File: src/rtl/sweep_pkg.sv
package sweep_pkg;
    typedef enum logic [1:0] {
        MODE_FIXED = 2'd0,
        MODE_LIN   = 2'd1,
        MODE_LOG   = 2'd2,
        MODE_FSK   = 2'd3
    } sweep_mode_e;

    typedef enum logic [1:0] {
        ST_IDLE = 2'd0,
        ST_RUN  = 2'd1,
        ST_HOLD = 2'd2
    } sweep_st_e;

    typedef enum logic [2:0] {
        CFG_START = 3'd0,
        CFG_STEP  = 3'd1,
        CFG_STOP  = 3'd2,
        CFG_DIV   = 3'd3,
        CFG_IVL   = 3'd4,
        CFG_MARK  = 3'd5,
        CFG_SPACE = 3'd6,
        CFG_WRAP  = 3'd7
    } cfg_sel_e;
endpackage

File: src/rtl/sweep_cfg.sv
module sweep_cfg
    import sweep_pkg::*;
#(
    parameter int W  = 32,
    parameter int CW = 16
) (
    input  logic          clk,
    input  logic          rst_n,
    input  logic          we,
    input  logic [2:0]    addr,
    input  logic [W-1:0]  data,
    output logic [W-1:0]  start_q,
    output logic [W-1:0]  step_q,
    output logic [W-1:0]  stop_q,
    output logic [CW-1:0] div_q,
    output logic [CW-1:0] ivl_q,
    output logic [W-1:0]  mark_q,
    output logic [W-1:0]  space_q,
    output logic          wrap_q
);
    always_ff @(posedge clk or negedge rst_n) begin
        if (!rst_n) begin
            start_q <= '0;
            step_q  <= '0;
            stop_q  <= '0;
            div_q   <= '0;
            ivl_q   <= '0;
            mark_q  <= '0;
            space_q <= '0;
            wrap_q  <= 1'b0;
        end else if (we) begin
            unique case (cfg_sel_e'(addr))
                CFG_START: start_q <= data;
                CFG_STEP:  step_q  <= data;
                CFG_STOP:  stop_q  <= data;
                CFG_DIV:   div_q   <= data[CW-1:0];
                CFG_IVL:   ivl_q   <= data[CW-1:0];
                CFG_MARK:  mark_q  <= data;
                CFG_SPACE: space_q <= data;
                CFG_WRAP:  wrap_q  <= data[0];
                default:   ;
            endcase
        end
    end
endmodule

File: src/rtl/sweep_rate.sv
module sweep_rate #(
    parameter int CW = 16
) (
    input  logic          clk,
    input  logic          rst_n,
    input  logic          clr,
    input  logic [CW-1:0] limit,
    output logic          tick
);
    logic [CW-1:0] cnt_q;

    assign tick = (cnt_q >= limit);

    always_ff @(posedge clk or negedge rst_n) begin
        if (!rst_n)            cnt_q <= '0;
        else if (clr || tick)  cnt_q <= '0;
        else                   cnt_q <= cnt_q + 1'b1;
    end


    cnt_bound_chk: assert property (@(posedge clk) disable iff (!rst_n)
        1'b1 |=> (cnt_q == '0) || (cnt_q <= $past(limit)));


    cnt_clear_chk: assert property (@(posedge clk) disable iff (!rst_n)
        clr |=> cnt_q == '0);
endmodule

File: src/rtl/sweep_ctrl.sv
module sweep_ctrl
    import sweep_pkg::*;
#(
    parameter int W  = 32,
    parameter int CW = 16
) (
    input  logic         clk,
    input  logic         rst_n,
    input  logic         cfg_we,
    input  logic [2:0]   cfg_addr,
    input  logic [W-1:0] cfg_data,
    input  logic [1:0]   mode_sel,
    input  logic         restart,
    input  logic         fsk_bit,
    output logic [W-1:0] inc_out,
    output logic         inc_vld
);
    logic [W-1:0]  start_q, step_q, stop_q, mark_q, space_q;
    logic [CW-1:0] div_q, ivl_q, limit;
    logic          wrap_q, tick;
    sweep_mode_e   mode;
    sweep_st_e     st_q, st_d;
    logic [W-1:0]  inc_q, inc_d, run_val, fsel;
    logic [W:0]    sum;
    logic          go_hold;

    sweep_cfg #(.W(W), .CW(CW)) u_cfg (
        .clk(clk), .rst_n(rst_n), .we(cfg_we), .addr(cfg_addr), .data(cfg_data),
        .start_q(start_q), .step_q(step_q), .stop_q(stop_q), .div_q(div_q),
        .ivl_q(ivl_q), .mark_q(mark_q), .space_q(space_q), .wrap_q(wrap_q)
    );

    assign mode  = sweep_mode_e'(mode_sel);
    assign limit = (mode == MODE_LOG) ? ivl_q : div_q;

    sweep_rate #(.CW(CW)) u_rate (
        .clk(clk), .rst_n(rst_n), .clr(restart), .limit(limit), .tick(tick)
    );

    assign sum  = {1'b0, inc_q} + {1'b0, step_q};
    assign fsel = fsk_bit ? mark_q : space_q;

    // Mode-dependent update of the word while running
    always_comb begin
        run_val = inc_q;
        go_hold = 1'b0;
        unique case (mode)
            MODE_FIXED: run_val = start_q;
            MODE_LIN: begin
                if (tick) begin
                    if (inc_q >= stop_q) begin
                        if (wrap_q) run_val = start_q;
                        else        go_hold = 1'b1;
                    end else if (sum >= {1'b0, stop_q}) begin
                        run_val = stop_q;
                        go_hold = !wrap_q;
                    end else begin
                        run_val = sum[W-1:0];
                    end
                end
            end
            MODE_LOG: begin
                if (tick) run_val = inc_q[W-1] ? start_q : (inc_q << 1);
            end
            MODE_FSK:   run_val = fsel;
            default:    run_val = inc_q;
        endcase
    end

    // Next state and next word
    always_comb begin
        st_d  = st_q;
        inc_d = inc_q;
        if (restart) begin
            st_d  = ST_RUN;
            inc_d = (mode == MODE_FSK) ? fsel : start_q;
        end else begin
            unique case (st_q)
                ST_IDLE: begin
                    st_d  = ST_IDLE;
                    inc_d = inc_q;
                end
                ST_RUN: begin
                    inc_d = run_val;
                    st_d  = go_hold ? ST_HOLD : ST_RUN;
                end
                ST_HOLD: begin
                    if (mode != MODE_LIN) begin
                        inc_d = run_val;
                        st_d  = ST_RUN;
                    end
                end
                default: st_d = ST_IDLE;
            endcase
        end
    end

    // State register
    always_ff @(posedge clk or negedge rst_n) begin
        if (!rst_n) st_q <= ST_IDLE;
        else        st_q <= st_d;
    end

    // Output registers
    always_ff @(posedge clk or negedge rst_n) begin
        if (!rst_n) begin
            inc_q   <= '0;
            inc_vld <= 1'b0;
        end else begin
            inc_q   <= inc_d;
            inc_vld <= (inc_d != inc_q);
        end
    end

    assign inc_out = inc_q;


    vld_change_chk: assert property (@(posedge clk) disable iff (!rst_n)
        1'b1 |=> (inc_vld == (inc_out != $past(inc_out))));


    restart_load_chk: assert property (@(posedge clk) disable iff (!rst_n)
        (restart && mode != MODE_FSK) |=> inc_out == $past(start_q));


    fsk_sel_chk: assert property (@(posedge clk) disable iff (!rst_n)
        (mode == MODE_FSK && (restart || st_q != ST_IDLE))
        |=> inc_out == ($past(fsk_bit) ? $past(mark_q) : $past(space_q)));


    hold_stable_chk: assert property (@(posedge clk) disable iff (!rst_n)
        (st_q == ST_HOLD && mode == MODE_LIN && !restart) |=> $stable(inc_out));


    lin_rate_chk: assert property (@(posedge clk) disable iff (!rst_n)
        (st_q == ST_RUN && mode == MODE_LIN && !tick && !restart) |=> $stable(inc_out));


    log_onehot_chk: assert property (@(posedge clk) disable iff (!rst_n)
        (st_q == ST_RUN && mode == MODE_LOG && !restart &&
         $countones(start_q) == 1 && $countones(inc_out) == 1)
        |=> $countones(inc_out) == 1);


    idle_zero_chk: assert property (@(posedge clk) disable iff (!rst_n)
        (st_q == ST_IDLE) |-> inc_out == '0);
endmodule

File: config.mk
export PLATFORM = sky130hd
export DESIGN_NAME = sweep_ctrl
export DESIGN_NICKNAME = d
export VERILOG_FILES = /design/src/rtl/sweep_pkg.sv /design/src/rtl/sweep_cfg.sv /design/src/rtl/sweep_rate.sv /design/src/rtl/sweep_ctrl.sv
export SDC_FILE = /design/constraint.sdc
export NUM_CORES = 1
export LEC_CHECK = 0
export BUFFER_PORTS_ARGS = -buffer_cell sky130_fd_sc_hd__buf_2
export CAP_MARGIN = 20
export CORE_MARGIN = 3
export CORE_UTILIZATION = 35
export CTS_CLUSTER_SIZE = 40
export DETAILED_ROUTE_END_ITERATION = 7
export PLACE_DENSITY = 0.55
export RECOVER_POWER = 100
export SETUP_SLACK_MARGIN = 0.05
export SLEW_MARGIN = 0
export SYNTH_ARGS = -nofsm -noshare
export SYNTH_HDL_FRONTEND = slang
export SYNTH_SLANG_ARGS = --single-unit
File: constraint.sdc
create_clock -name clk -period 7.6 [get_ports clk]
set_input_delay 0.38 -clock clk [delete_from_list [all_inputs] [get_ports clk]]
set_output_delay 0.38 -clock clk [all_outputs]
set_load 0.02 [all_outputs]
Yosys cells after proc, flatten, opt, wreduce, memory -nomap -nowiden:

Index checks and enable logic that the tools add are counted.

* logic and storage cells: 67
* register bits after elaboration: 244

* equal/unequal tests: 15
* magnitude comparators: 3
* multiplexer cells: 23
* add/subtract/negate cells: 2
* reductions and logical operators: 12

Operators with widths (count)
* $mux 32: 10
* $pmux 32 s4: 1
* $pmux 32 s2: 1
* $add 32x32->33: 1
* $ge 33x32->1: 1
* $ge 32x32->1: 1
* $mux 16: 2
* $ne 32x32->1: 1
* $add 16x1->16 const B: 1
* $ge 16x16->1: 1
* $reduce_and 2->1: 8
* $eq 3x3->1 const B: 4
* $eq 2x2->1 const B: 3
* $eq 3x2->1 const B: 2
* $mux 2: 3
* $mux 1: 5
* $eq 2x1->1 const B: 2
* $pmux 2 s2: 1
* $eq 3x1->1 const B: 1
* $logic_not 3->1: 1
* $ne 3x3->1 const B: 1
* $logic_not 2->1: 1
* $ne 2x1->1 const B: 1
* $logic_not 1->1: 1
* $logic_or 1x1->1: 1

Depth between registers and ports, before layout:

* depth after elaboration: 10
* mapped depth: 25
* depth with buffers taken out: 23

By module:

A second synthesis with hierarchy kept.

* cell total of the unflattened synthesis: 2204
* area, all modules: 19562.5 um^2

Modules (own cells, without submodules)
* sweep_ctrl: area each 11070.6 um^2, seq. area each 875.8 um^2, times used 1, cells each 1658
* sweep_cfg: area each 7322.0 um^2, seq. area each 4829.6 um^2, times used 1, cells each 418
* sweep_rate: area each 1169.9 um^2, seq. area each 400.4 um^2, times used 1, cells each 128

Worst setup path after synthesis:

No wires, ideal clock.

* kind: register to register
* start: register inc_q[1], in the netlist inc_out[1]
* end: register inc_vld
* clock period less this slack: 5889 ps
* cell stages (with the launch flop): 25
* arrival: 5748 ps
* path slack: 1711 ps
* data required time: 7460 ps
* cells stage by stage: dfrtp_1 -> clkbuf_1 -> inv_1 -> fa_1 -> nand2b_1 -> a21o_1 -> a2111o_1 -> a31oi_1 -> nand4_1 -> nand3_1 -> xor2_1 -> ha_1 -> and4_1 -> a211oi_1 -> o311ai_0 -> a311o_2 -> nor2_4 -> buf_6 -> nor3_1 -> a211oi_1 -> mux2i_1 -> nand4_1 -> or4_1 -> nor3_1 -> nand4_1

* word-level cells in the longest chain between the ends: 10

Ends and longest elaborated chain
* start, declared: RTL line sweep_ctrl.sv:23 `logic [W-1:0] inc_q, inc_d, run_val, fsel;`
* start signal, assigned: RTL line sweep_ctrl.sv:110 `inc_q <= inc_d;`
* $add 32x32->33: RTL line sweep_ctrl.sv:40 `assign sum = {1'b0, inc_q} + {1'b0, step_q};`
* $ge 33x32->1: RTL line sweep_ctrl.sv:54 `end else if (sum >= {1'b0, stop_q}) begin`
* $mux 32: RTL line sweep_ctrl.sv:54
* $mux 32: RTL line sweep_ctrl.sv:51 `if (inc_q >= stop_q) begin`
* $mux 32: RTL line sweep_ctrl.sv:50 `if (tick) begin`
* $pmux 32 s4: RTL line sweep_ctrl.sv:47 `unique case (mode)`
* $mux 32: RTL line sweep_ctrl.sv:88 `if (mode != MODE_LIN) begin`
* $pmux 32 s2: RTL line sweep_ctrl.sv:78 `unique case (st_q)`
* $mux 32: RTL line sweep_ctrl.sv:74 `if (restart) begin`
* $ne 32x32->1 (*): RTL line sweep_ctrl.sv:111 `inc_vld <= (inc_d != inc_q);`
* end signal, assigned: RTL line sweep_ctrl.sv:111
* end, declared: RTL line sweep_ctrl.sv:16 `output logic inc_vld`

Every way passes the cells marked *; elsewhere a longest branch is shown, timed or not.
A chain may end at the register's enable or synchronous reset.

Worst setup path in the final report:

* start: register inc_q[13], in the netlist inc_out[13]
* end: register inc_vld

The elaborated chain is that of the path after synthesis.

==> flow_summary.toml <==
[critical_path]
worst-endpoint-arrival_ps = 7720
critPathKind = "reg2reg"
critical_path.cell_chain = "ha_1 -> nand2_1 -> o21ai_0 -> o21bai_1 -> a21oi_1 -> o31ai_1 -> xor2_1 -> ha_1 -> nand4_1 -> nor4_1 -> and4b_1 -> o31a_1 -> a311o_2 -> nor2_4 -> buf_4 -> mux2i_1 -> a211oi_1 -> a211oi_1 -> xnor2_1 -> o41a_1 -> nor3_1 -> nand4_1"
critical_path_peak_fanout = 18
crit_path_top_delay_cell = "sky130_fd_sc_hd__o21ai_0"
worst_setup_path_start_kind = "register"
worstPathRequired_ps = 8080
end_kind = "register"
critical_path_buf_inv_count = 1
cp_top_family = "compound AO/OA/AOI/OAI gates"
cp_slowest_stage_delay_ps = 690

[timing]
tightest_slew_ps = 4480
setup_tns_ps = 0
slew-limit-headroom_pct = -199
skew_ps = 28.2
rsz0062_at_grt = "false"
timing.final.setup_violations = 0
finalWorstSetupSlack_ps = 368
final_period_minus_worst_setup_slack_ps = 7230
finalHoldViolCount = 0
hold_ws_ps = 55.8
final_period_util_pct = 95.2
maximum_clock_rate_mhz = 138
finalMaxSlewViolations = 498

[logic_synthesis]
yosys_warnings = 0
synth.net_count = 2342
ys_types = 90
async_reset_ff_share_pct = 100
synth-edff-count = 0
register_area_share_after_synthesis_pct = 32.0
yosys_register_bits = 244
avgSynthCellArea_um2 = 8.74
post_syn_instances = 2184
netlist_area_um2 = 19100
synthFlopType = "sky130_fd_sc_hd__dfrtp_1"

[routing]
iteration_0_drc_markers = 2438
num_vias = 19106
drt.antenna.violating_nets = 0
drt-vias-per-instance = 6.48
drc_errors = 0
post_drt_wl_per_cell_um = 30.8
detail_route.first_pass.iterations = 8
routed_wirelength_um = 90700

[clock_network]
path_clk_slew_ps = 70
clock-root-buffer = "sky130_fd_sc_hd__clkbuf_16"
clk-insertion-delay-late_ps = 620
ctsLongestPathBuffers = 3
cts_tree = "built"
post-cts-setup-buffer-count = 0
cts_sinks = 244
cts-htree-levels = 1
tritoncts.num_buffers = 30

[floorplanning]
fp.dieH_um = 240
ioPinCount = 75
die_width_um = 240
die-area_um2 = 57400
core-area_um2 = 53300
initial_utilization_pct = 35.8
core.rowCount = 84

[run_status]
failing_checks = "capacitance limit, slew limit"
status = "complete, but fails checks"

[final_layout]
area_delta_synth_final_pct = 11.3
final.fill_count = 5421
final_cell_area_excluding_filler_cells_um2 = 21300
finalNetCount = 2392
mostFrequentLayoutCell = "sky130_fd_sc_hd__dfrtp_1"
final_cells = 2948
post_route_cells_drive_above_1_share_pct = 16.7
final_util_pct = 39.9
commonest_non_fill_non_tap_cells_in_the_layout = "sky130_fd_sc_hd__dfrtp_1 (244), sky130_fd_sc_hd__nand2_1 (220), sky130_fd_sc_hd__a21oi_1 (186)"

[grt]
vias_in_the_first_global_route = 18580
grt_pass1_wl_um = 130000
gr-usage-all-layers_pct = 31.1
antenna_violations_before_repair = 8
grt_remaining_overflow = 0
grt_start_max_net_pins = 82

[worst_hold_path]
hp-class = "in2reg"

[power_and_ir_drop]
clock_power_share_pct = 20.8
p_sw_share_pct = 48.2
power_frac_comb_pct = 53.5
total_leakage_power_nw = 8.95
seq_power_share_pct = 25.7
int_pwr_mw = 3.67
net_switching_power_figure_mw = 3.42
power.total_mw = 7.09
irDropWorstVdd_uv = 174
power_density_over_the_cells_nw_per_um2 = 333

[placed_design]
last_weighted_congestion_value_of_the_routability_driven_placer = 1.05
post_placement_worst_setup_slack_ps = 560
detailed_place.area_um2 = 20400
post-dp-hpwl_um = 67400
placed_cells_incl_taps = 2888
io_buffers = 74

[run]
max_cap_violations = 12
## synth_stat cells, types with 6 or more instances
| cell type | instances | area share [%] |
|---|---|---|
| sky130_fd_sc_hd__o221a_2 | 7 | 0.41 |
| sky130_fd_sc_hd__nand2_1 | 221 | 4.3 |
| sky130_fd_sc_hd__a31oi_1 | 21 | 0.69 |
| sky130_fd_sc_hd__nand2b_1 | 17 | 0.56 |
| sky130_fd_sc_hd__o21ai_1 | 14 | 0.37 |
| sky130_fd_sc_hd__and3_1 | 19 | 0.62 |
| sky130_fd_sc_hd__a311oi_1 | 6 | 0.28 |
| sky130_fd_sc_hd__a2111oi_0 | 9 | 0.41 |
| sky130_fd_sc_hd__nor4_1 | 16 | 0.52 |
| sky130_fd_sc_hd__a211oi_1 | 39 | 1.5 |
| sky130_fd_sc_hd__clkbuf_1 | 98 | 1.9 |
| sky130_fd_sc_hd__xor2_1 | 29 | 1.3 |
| sky130_fd_sc_hd__nor3_1 | 44 | 1.2 |
| sky130_fd_sc_hd__a221oi_1 | 13 | 0.60 |
| sky130_fd_sc_hd__o31ai_1 | 14 | 0.55 |
| sky130_fd_sc_hd__nor2b_1 | 7 | 0.23 |
| sky130_fd_sc_hd__a22oi_1 | 10 | 0.39 |
| sky130_fd_sc_hd__mux2_2 | 173 | 10 |
| sky130_fd_sc_hd__o21a_1 | 17 | 0.67 |
| sky130_fd_sc_hd__nand4_1 | 27 | 0.88 |
| sky130_fd_sc_hd__a21o_1 | 25 | 0.98 |
| sky130_fd_sc_hd__buf_1 | 15 | 0.29 |
| sky130_fd_sc_hd__o221ai_1 | 14 | 0.64 |
| sky130_fd_sc_hd__or3_1 | 10 | 0.33 |
| sky130_fd_sc_hd__o211ai_1 | 30 | 1.2 |
| sky130_fd_sc_hd__dfrtp_1 | 244 | 32 |
| sky130_fd_sc_hd__buf_4 | 10 | 0.39 |
| sky130_fd_sc_hd__nor2_1 | 159 | 3.1 |
| sky130_fd_sc_hd__a21boi_0 | 16 | 0.63 |
| sky130_fd_sc_hd__buf_2 | 19 | 0.50 |
| sky130_fd_sc_hd__o22ai_1 | 13 | 0.43 |
| sky130_fd_sc_hd__ha_1 | 115 | 7.5 |
| sky130_fd_sc_hd__xnor2_1 | 33 | 1.5 |
| sky130_fd_sc_hd__or4_1 | 7 | 0.28 |
| sky130_fd_sc_hd__nand3_1 | 41 | 1.1 |
| sky130_fd_sc_hd__a21oi_1 | 186 | 4.9 |
| sky130_fd_sc_hd__a211o_1 | 10 | 0.46 |
| sky130_fd_sc_hd__inv_1 | 68 | 1.3 |
| sky130_fd_sc_hd__o2111ai_1 | 11 | 0.50 |
| sky130_fd_sc_hd__mux2i_1 | 86 | 4.5 |
| sky130_fd_sc_hd__o21ai_0 | 163 | 4.3 |
## per-layer routing
metal  global-route usage (%)  vias up  share of wire, %
met5                        0        -             0.053
met4                     14.5        8               5.6
met1                     42.6     9388                42
met2                     46.3     1184                42
met3                     7.33      294                11
li1                         -     8232                 -
## power by group through the flow
| stage | Clock (mW) | Combinational, mW | Sequential, mW |
|---|---|---|---|
| detailed placement | 0 | 3.67 | 1.83 |
| finish | 1.47 | 3.79 | 1.82 |
| CTS | 1.51 | 3.69 | 1.81 |
| global route | 1.56 | 4.01 | 1.85 |
| floorplan | 0 | 2.33 | 1.78 |
| global placement | 0 | 3.66 | 1.82 |
## sequential cells by signal, summed over array words and instances, names as in the netlist
signal and flops:
inc_out 32, u_cfg.mark_q 32, u_cfg.space_q 32, u_cfg.start_q 32, u_cfg.step_q 32, u_cfg.stop_q 32
u_cfg.div_q 16, u_cfg.ivl_q 16, u_rate.cnt_q 16, st_q 2, inc_vld 1, u_cfg.wrap_q 1
## cell type report
cell class,instances,area [µm²],share of cell area [%]
diodes,3,7.51,0.0353
clock buffers,43,870,4.09
clock inverters,12,136,0.642
inverters,70,263,1.24
multi-input cells,1723,12100,56.8
flip-flops and latches,244,6110,28.7
well taps,688,861,4.05
repair buffers,165,935,4.40
## path summary, 6_finish.rpt
| check | start | endpoint | slack [ps] | cells after the start |
|---|---|---|---|---|
| setup reg to reg | inc_out[13] | inc_vld | 370 | 22 |
| min in group asynchronous | rst_n | u_cfg.div_q[1] | 1950 | 2 |
| setup / recovery | inc_out[13] | inc_vld | 370 | 22 |
| hold / removal | cfg_data[16] | u_cfg.start_q[16] | 60 | 3 |
| max in group asynchronous | rst_n | u_cfg.stop_q[14] | 1760 | 3 |
| hold reg to reg | u_cfg.space_q[14] | u_cfg.space_q[14] | 500 | 1 |
## timing repair
action / 4_1_cts / 5_1_grt
resized for setup: 0 / 0
hold buffers: 1 / 0
setup endpoints to repair: 0 / 0
endpoints found under the hold margin: 78 / 0
## logic make-up (layout without fill, tap and decap cells)
group	Yosys count	in the layout	synth area share, %
AOI/OAI and AO/OA	686	686	23.4
DFF	244	244	32.0
other	0	3	0
buffers and inverters	217	290	4.78
muxes	260	260	14.8
adders and majority gates	116	116	7.64
and+or+nand+nor	599	599	14.5
xor gates and xnor gates	62	62	2.84
## worst register-to-register path, stage by stage, from the launching register on
cell,delay [ps]
sky130_fd_sc_hd__dfrtp_1,490
sky130_fd_sc_hd__ha_1,460
sky130_fd_sc_hd__nand2_1,150
sky130_fd_sc_hd__o21ai_0,690
sky130_fd_sc_hd__o21bai_1,330
sky130_fd_sc_hd__a21oi_1,210
sky130_fd_sc_hd__o31ai_1,350
sky130_fd_sc_hd__xor2_1,530
sky130_fd_sc_hd__ha_1,370
sky130_fd_sc_hd__nand4_1,140
sky130_fd_sc_hd__nor4_1,100
sky130_fd_sc_hd__and4b_1,200
sky130_fd_sc_hd__o31a_1,290
sky130_fd_sc_hd__a311o_2,410
sky130_fd_sc_hd__nor2_4,530
sky130_fd_sc_hd__buf_4,310
sky130_fd_sc_hd__mux2i_1,250
sky130_fd_sc_hd__a211oi_1,100
sky130_fd_sc_hd__a211oi_1,350
sky130_fd_sc_hd__xnor2_1,110
sky130_fd_sc_hd__o41a_1,360
sky130_fd_sc_hd__nor3_1,260
sky130_fd_sc_hd__nand4_1,120
(Power assumes the default switching activity.)
